[src/rtl/pincfg_pkg.sv]
package pincfg_pkg;
    localparam int BANK_CNT = 6;
    localparam int BANK_W   = 4;
    localparam int PTR_W    = 3;

    localparam int B_SUPPLY = 0;
    localparam int B_DIR    = 1;
    localparam int B_BIAS   = 2;
    localparam int B_DRIVE  = 3;
    localparam int B_FUNC   = 4;
    localparam int B_POLAR  = 5;

    typedef enum logic [1:0] {
        DIR_IN   = 2'd0,
        DIR_BOTH = 2'd1,
        DIR_OUT  = 2'd2,
        DIR_OFF  = 2'd3
    } dir_mode_e;

    typedef logic [BANK_CNT-1:0][BANK_W-1:0] bank_arr_t;

    typedef struct packed {
        bank_arr_t        bank;
        logic [PTR_W-1:0] ptr;
        logic             in_q;
    } pin_state_t;

    // Bank 5 bit 3 set: pin starts non-inverted
    localparam bank_arr_t BANK_RST = bank_arr_t'(24'h80_0000);
endpackage

[src/rtl/pincfg_addr_dec.sv]
module pincfg_addr_dec #(
    parameter int NUM_PINS  = 44,
    parameter int ADDR_W    = 12,
    parameter int BASE_ADDR = 'h150
) (
    input  logic [ADDR_W-1:0]   addr,
    output logic [NUM_PINS-1:0] sel,
    output logic                hit
);
    logic [ADDR_W-1:0] offset;

    always_comb begin
        offset = addr - ADDR_W'(BASE_ADDR);
    end

    for (genvar k = 0; k < NUM_PINS; k++) begin : g_sel
        assign sel[k] = (offset == ADDR_W'(k));
    end

    assign hit = |sel;
endmodule

[src/rtl/pincfg_pin.sv]
module pincfg_pin
    import pincfg_pkg::*;
(
    input  logic       clk,
    input  logic       rst_n,
    input  logic       wr_en,
    input  logic [7:0] wdata,
    input  logic       pad_in,
    output logic [7:0] rd_word,
    output logic       pad_out,
    output logic       pad_oe,
    output logic       pad_tri,
    output logic       pin_level
);
    pin_state_t st_d, st_q;

    logic             wr_flag;
    logic [PTR_W-1:0] wr_bank;
    dir_mode_e        mode;
    logic             open_drain, out_val, disabled, invert, drive_val;
    logic [BANK_W-1:0] sel_data;

    assign wr_flag = wdata[7];
    assign wr_bank = wdata[6:4];

    always_comb begin
        st_d      = st_q;
        st_d.in_q = pad_in;
        if (wr_en) begin
            st_d.ptr = wr_bank;
            if (wr_flag) begin
                for (int b = 0; b < BANK_CNT; b++) begin
                    if (wr_bank == PTR_W'(b)) st_d.bank[b] = wdata[BANK_W-1:0];
                end
            end
        end
    end

    always_ff @(posedge clk or negedge rst_n) begin
        if (!rst_n) begin
            st_q.bank <= BANK_RST;
            st_q.ptr  <= '0;
            st_q.in_q <= 1'b0;
        end else begin
            st_q <= st_d;
        end
    end

    always_comb begin
        mode       = dir_mode_e'(st_q.bank[B_DIR][3:2]);
        open_drain = st_q.bank[B_DIR][1];
        out_val    = st_q.bank[B_DIR][0];
        disabled   = st_q.bank[B_DRIVE][0];
        invert     = ~st_q.bank[B_POLAR][3];
        drive_val  = out_val ^ invert;
        pad_tri    = disabled || (mode == DIR_OFF);
        pad_oe     = !pad_tri && ((mode == DIR_OUT) || (mode == DIR_BOTH))
                     && !(open_drain && drive_val);
        pad_out    = drive_val;
        pin_level  = st_q.in_q ^ invert;
    end

    always_comb begin
        sel_data = '0;
        for (int b = 0; b < BANK_CNT; b++) begin
            if (st_q.ptr == PTR_W'(b)) sel_data = st_q.bank[b];
        end
        rd_word = {1'b0, st_q.ptr, sel_data};
    end


    ptr_only_chk: assert property (@(posedge clk) disable iff (!rst_n)
        (wr_en && !wdata[7]) |=> $stable(st_q.bank));


    ptr_load_chk: assert property (@(posedge clk) disable iff (!rst_n)
        wr_en |=> (rd_word[6:4] == $past(wdata[6:4])));


    void_bank_chk: assert property (@(posedge clk) disable iff (!rst_n)
        (wr_en && wdata[7] && (wdata[6:4] >= 3'd6)) |=> $stable(st_q.bank));


    tri_no_drive_chk: assert property (@(posedge clk) disable iff (!rst_n)
        pad_tri |-> !pad_oe);


    od_float_chk: assert property (@(posedge clk) disable iff (!rst_n)
        (st_q.bank[B_DIR][1] && pad_out) |-> !pad_oe);
endmodule

[src/rtl/pincfg_bank_top.sv]
module pincfg_bank_top
    import pincfg_pkg::*;
#(
    parameter int NUM_PINS  = 44,
    parameter int ADDR_W    = 12,
    parameter int BASE_ADDR = 'h150
) (
    input  logic                clk,
    input  logic                rst_n,
    input  logic [ADDR_W-1:0]   reg_addr,
    input  logic [7:0]          reg_wdata,
    input  logic                reg_we,
    input  logic                reg_re,
    output logic [7:0]          reg_rdata,
    input  logic [NUM_PINS-1:0] pad_in,
    output logic [NUM_PINS-1:0] pad_out,
    output logic [NUM_PINS-1:0] pad_oe,
    output logic [NUM_PINS-1:0] pad_tri,
    output logic [NUM_PINS-1:0] pin_level
);
    logic [NUM_PINS-1:0]      sel;
    logic                     hit;
    logic [NUM_PINS-1:0][7:0] words;
    logic [7:0]               rd_mux;
    logic [7:0]               rdata_d, rdata_q;

    pincfg_addr_dec #(
        .NUM_PINS (NUM_PINS),
        .ADDR_W   (ADDR_W),
        .BASE_ADDR(BASE_ADDR)
    ) u_dec (
        .addr(reg_addr),
        .sel (sel),
        .hit (hit)
    );

    for (genvar k = 0; k < NUM_PINS; k++) begin : g_pin
        pincfg_pin u_pin (
            .clk      (clk),
            .rst_n    (rst_n),
            .wr_en    (reg_we && sel[k]),
            .wdata    (reg_wdata),
            .pad_in   (pad_in[k]),
            .rd_word  (words[k]),
            .pad_out  (pad_out[k]),
            .pad_oe   (pad_oe[k]),
            .pad_tri  (pad_tri[k]),
            .pin_level(pin_level[k])
        );
    end

    always_comb begin
        rd_mux = '0;
        for (int k = 0; k < NUM_PINS; k++) begin
            if (sel[k]) rd_mux = rd_mux | words[k];
        end
        rdata_d = rdata_q;
        if (reg_re) rdata_d = hit ? rd_mux : 8'h00;
    end

    always_ff @(posedge clk or negedge rst_n) begin
        if (!rst_n) rdata_q <= 8'h00;
        else        rdata_q <= rdata_d;
    end

    assign reg_rdata = rdata_q;


    oor_read_chk: assert property (@(posedge clk) disable iff (!rst_n)
        (reg_re && !hit) |=> (reg_rdata == 8'h00));


    rd_hold_chk: assert property (@(posedge clk) disable iff (!rst_n)
        !reg_re |=> $stable(reg_rdata));
endmodule

[config.mk]
export PLATFORM = sky130hd
export DESIGN_NAME = pincfg_bank_top
export DESIGN_NICKNAME = d
export VERILOG_FILES = /design/src/rtl/pincfg_pkg.sv /design/src/rtl/pincfg_addr_dec.sv /design/src/rtl/pincfg_pin.sv /design/src/rtl/pincfg_bank_top.sv
export SDC_FILE = /design/constraint.sdc
export NUM_CORES = 2
export LEC_CHECK = 0
export ABC_AREA = 1
export CAP_MARGIN = 15
export CORE_UTILIZATION = 35
export DETAILED_ROUTE_END_ITERATION = 10
export PLACE_DENSITY_LB_ADDON = 0.2
export SLEW_MARGIN = 20
export SYNTH_ARGS = -nofsm -noshare
export SYNTH_HDL_FRONTEND = slang
export SYNTH_SLANG_ARGS = --single-unit
export TNS_END_PERCENT = 100
[constraint.sdc]
create_clock -name clk -period 2.6 [get_ports clk]
set_input_delay 0.39 -clock clk [delete_from_list [all_inputs] [get_ports clk]]
set_output_delay 0.39 -clock clk [all_outputs]
set_load 0.02 [all_outputs]
==> impl_metrics.yaml <==
power_and_ir_drop:
  power_mw: 41.84
  powerDensity_nw_per_um2: 571.5
  vdd_drop_max_v: 0.0005737
  p_leak_nw: 33.70
sta:
  fin_crit_ns: 2.534
  drv_slew: 0
  min_period_over_period_pct: 97.47
  tightestPinTransition_ns: 0.6788
  final_hold_viol_count: 0
  worst_hold_slack_ns: 0.05637
  setup_viol: 0
  finalClockSkew_ns: 0.02923
  finalSetupTns_ns: 0
  fin_ws_ns: 0.06573
  fmax_mhz: 394.6
  slew-limit-headroom_pct: 54.40
  rsz0062_at_grt: "no"
synthesis:
  synth_top_area_cell: "dfrtp_1"
  ys_types: 43
  synth_compound_area_share_pct: 11.27
  synth_nets: 7783
  synth_adder_area_share_pct: 0.9138
  ys_ff_latch: 1239
  synth-simple-area-share_pct: 27.84
  ys_warn_count: 0
  synthDominantCellAreaShare_pct: 49.64
  netlist_area_um2: 60250
  synth.area.mux_share_pct: 0.01869
  yosys-top-cells-area: "dfrtp_1 50%, nand2_1 16%, o21ai_0 10%"
  synth_xor_area_share_pct: 1.279
  ys_seq_area_share_pct: 51.55
  synth_top_family_by_area: "simple AND/OR/NAND/NOR gates"
  avgSynthCellArea_um2: 7.854
  syn-instance-count: 7671
final_layout:
  multi_input_area_um2: 25150
  final_net_count: 8256
  final_core_util_pct: 43.01
  area_growth_pct: 21.52
  final_cell_mix: "2632 x nand2_1, 1199 x o21ai_0, 1191 x dfrtp_1"
  final-seq-area_um2: 31060
  final_area_um2: 73210
  layout_commonest_cell: "nand2_1"
  layout-drive-gt1-share_pct: 11.33
  nFillCells: 17130
  fin_cells: 10560
clock_tree:
  numCtsBuffers: 145
  cts_tree: "yes"
  h-tree-depth: 4
  root_buffer: "clkbuf_16"
  max-clock-path-buffers: 3
  cts.reportedPaths.clkPinSlew_ns: 0.06
  clock_latency_ns: 0.80
  cts.sinks: 1239
floorplanning:
  io_pins: 252
  die_height_um: 416.9
  core_area_um2: 170200
  num_rows: 151
  die_w_um: 416.9
  initial_core_util_pct: 35.39
  die_area_um2: 173800
routing:
  post_drt_wl_per_cell_um: 21.41
  drtAntennaViolNets: 0
  vias: 53800
  dr.pass1.iters: 6
  via_per_inst: 5.095
  drt_iter0_drc: 4958
  wl_mm: 226.1
  drc: 0
placed_design:
  dpl_cell_area_um2: 67800
  dp_cells: 10240
  pre_cts_ws_ns: -0.6592
  dp_hpwl_mm: 166.6
  io_buffer_count: 250
  gp_congestion: 1.029
worst_setup_path:
  crit_family: "flip-flops"
  crit_buf_inv: 2
  arrival_ns: 2.14
  cp_max_fo: 4
  cpPeakStageDelay_ns: 0.62
  required_ns: 2.21
  crit_slowest_cell: "dfstp_2"
  start_kind: "register"
  crit_type: "reg2out"
  crit_chain: "xnor2_2, nand2_1, nand4_1, inv_1, clkdlybuf4s15_2"
  end_kind: "output port"
run:
  maxCapViolations: 0
global_routing:
  globalRoute.totalOverflow: 0
  track_usage_pct: 25.82
  grt_pass1_wl_mm: 336.9
  grt_pass1_vias: 51200
  grt_max_degree: 101
  antenna_found_initial: 3
run_status:
  status: "complete, no violations"
worst_hold_path:
  hp-class: "in2reg"
==> metal layers <==
metal	wire [um]	vias up	GRT usage, %
met5	0	-	0
met4	8516	0	9.546
met3	12940	367	3.820
met2	102300	1623	40.49
met1	102300	25960	36.05
li1	-	25850	-
==> power breakdown <==
part	leakage [nW]	internal, mW	total [mW]	switching [mW]
sequential	16.8	19.3	19.4	0.0529
combinational	14.6	0.536	1.85	1.32
clock	2.31	11.8	20.6	8.81
==> worst paths after layout <==
kind	start	end	slack [ns]	depth (start not counted)
min	pad_in[9]	g_pin[9].u_pin.st_q[0]	0.06	1
max	g_pin[29].u_pin.st_q[27]	pad_oe[29]	0.07	5
max reg2reg	g_pin[37].u_pin.rd_word[5]	reg_rdata[3]	0.15	16
min in group asynchronous	rst_n	g_pin[21].u_pin.st_q[0]	0.15	2
min reg2reg	g_pin[39].u_pin.st_q[15]	g_pin[39].u_pin.st_q[15]	0.48	2
max in group asynchronous	rst_n	g_pin[21].u_pin.st_q[27]	1.34	4
==> registers in the layout, indices dropped and copies added (netlist names) <==
register,flops
g_pin.u_pin.disabled,44
reg_rdata,7
g_pin.u_pin.rd_word,132
g_pin.u_pin.open_drain,44
g_pin.u_pin.out_val,44
g_pin.u_pin.st_q,880
g_pin.u_pin.mode,88
==> timing repair <==
| action | 4_1_cts | 5_1_grt |
|---|---|---|
| buffers inserted | 15 | 4 |
| hold buffers | 37 | 0 |
| setup endpoints to repair | 129 | 18 |
| hold endpoints to repair | 659 | 0 |
| resized for setup | 180 | 21 |
==> synth_stat cells, drive strengths merged <==
library cell / number
a211oi: 1
a21oi: 57
a22oi: 2
and2: 14
and3: 2
buf: 248
clkbuf: 186
clkinv: 12
conb: 1
dfrtp: 1195
dfstp: 44
ha: 44
inv: 489
mux2: 1
nand2: 2723
nand3: 491
nand3b: 1
nand4: 163
nor2: 420
nor3: 192
nor3b: 2
nor4: 2
o2111ai: 2
o211ai: 2
o21ai: 1282
o221ai: 3
o22ai: 1
or2: 3
xnor2: 88
==> layout make-up <==
| cell class | count | share of cell area, % |
|---|---|---|
| multi-input combinational | 5497 | 34.35 |
| clock buffer | 220 | 5.684 |
| antenna | 1 | 0.003418 |
| sequential | 1239 | 42.43 |
| tap | 2295 | 3.922 |
| inverter | 501 | 2.620 |
| clock inverter | 47 | 0.8511 |
| timing repair buffer | 760 | 10.13 |
==> logic make-up after synthesis <==
| group | Yosys count |
|---|---|
| compound gates | 1350 |
| mux | 1 |
| simple gates | 4013 |
| buf+inv | 935 |
| other cells | 1 |
| flops | 1239 |
| fa+ha+maj | 44 |
| xor+xnor | 88 |
Power figures use the tool's default switching activity.
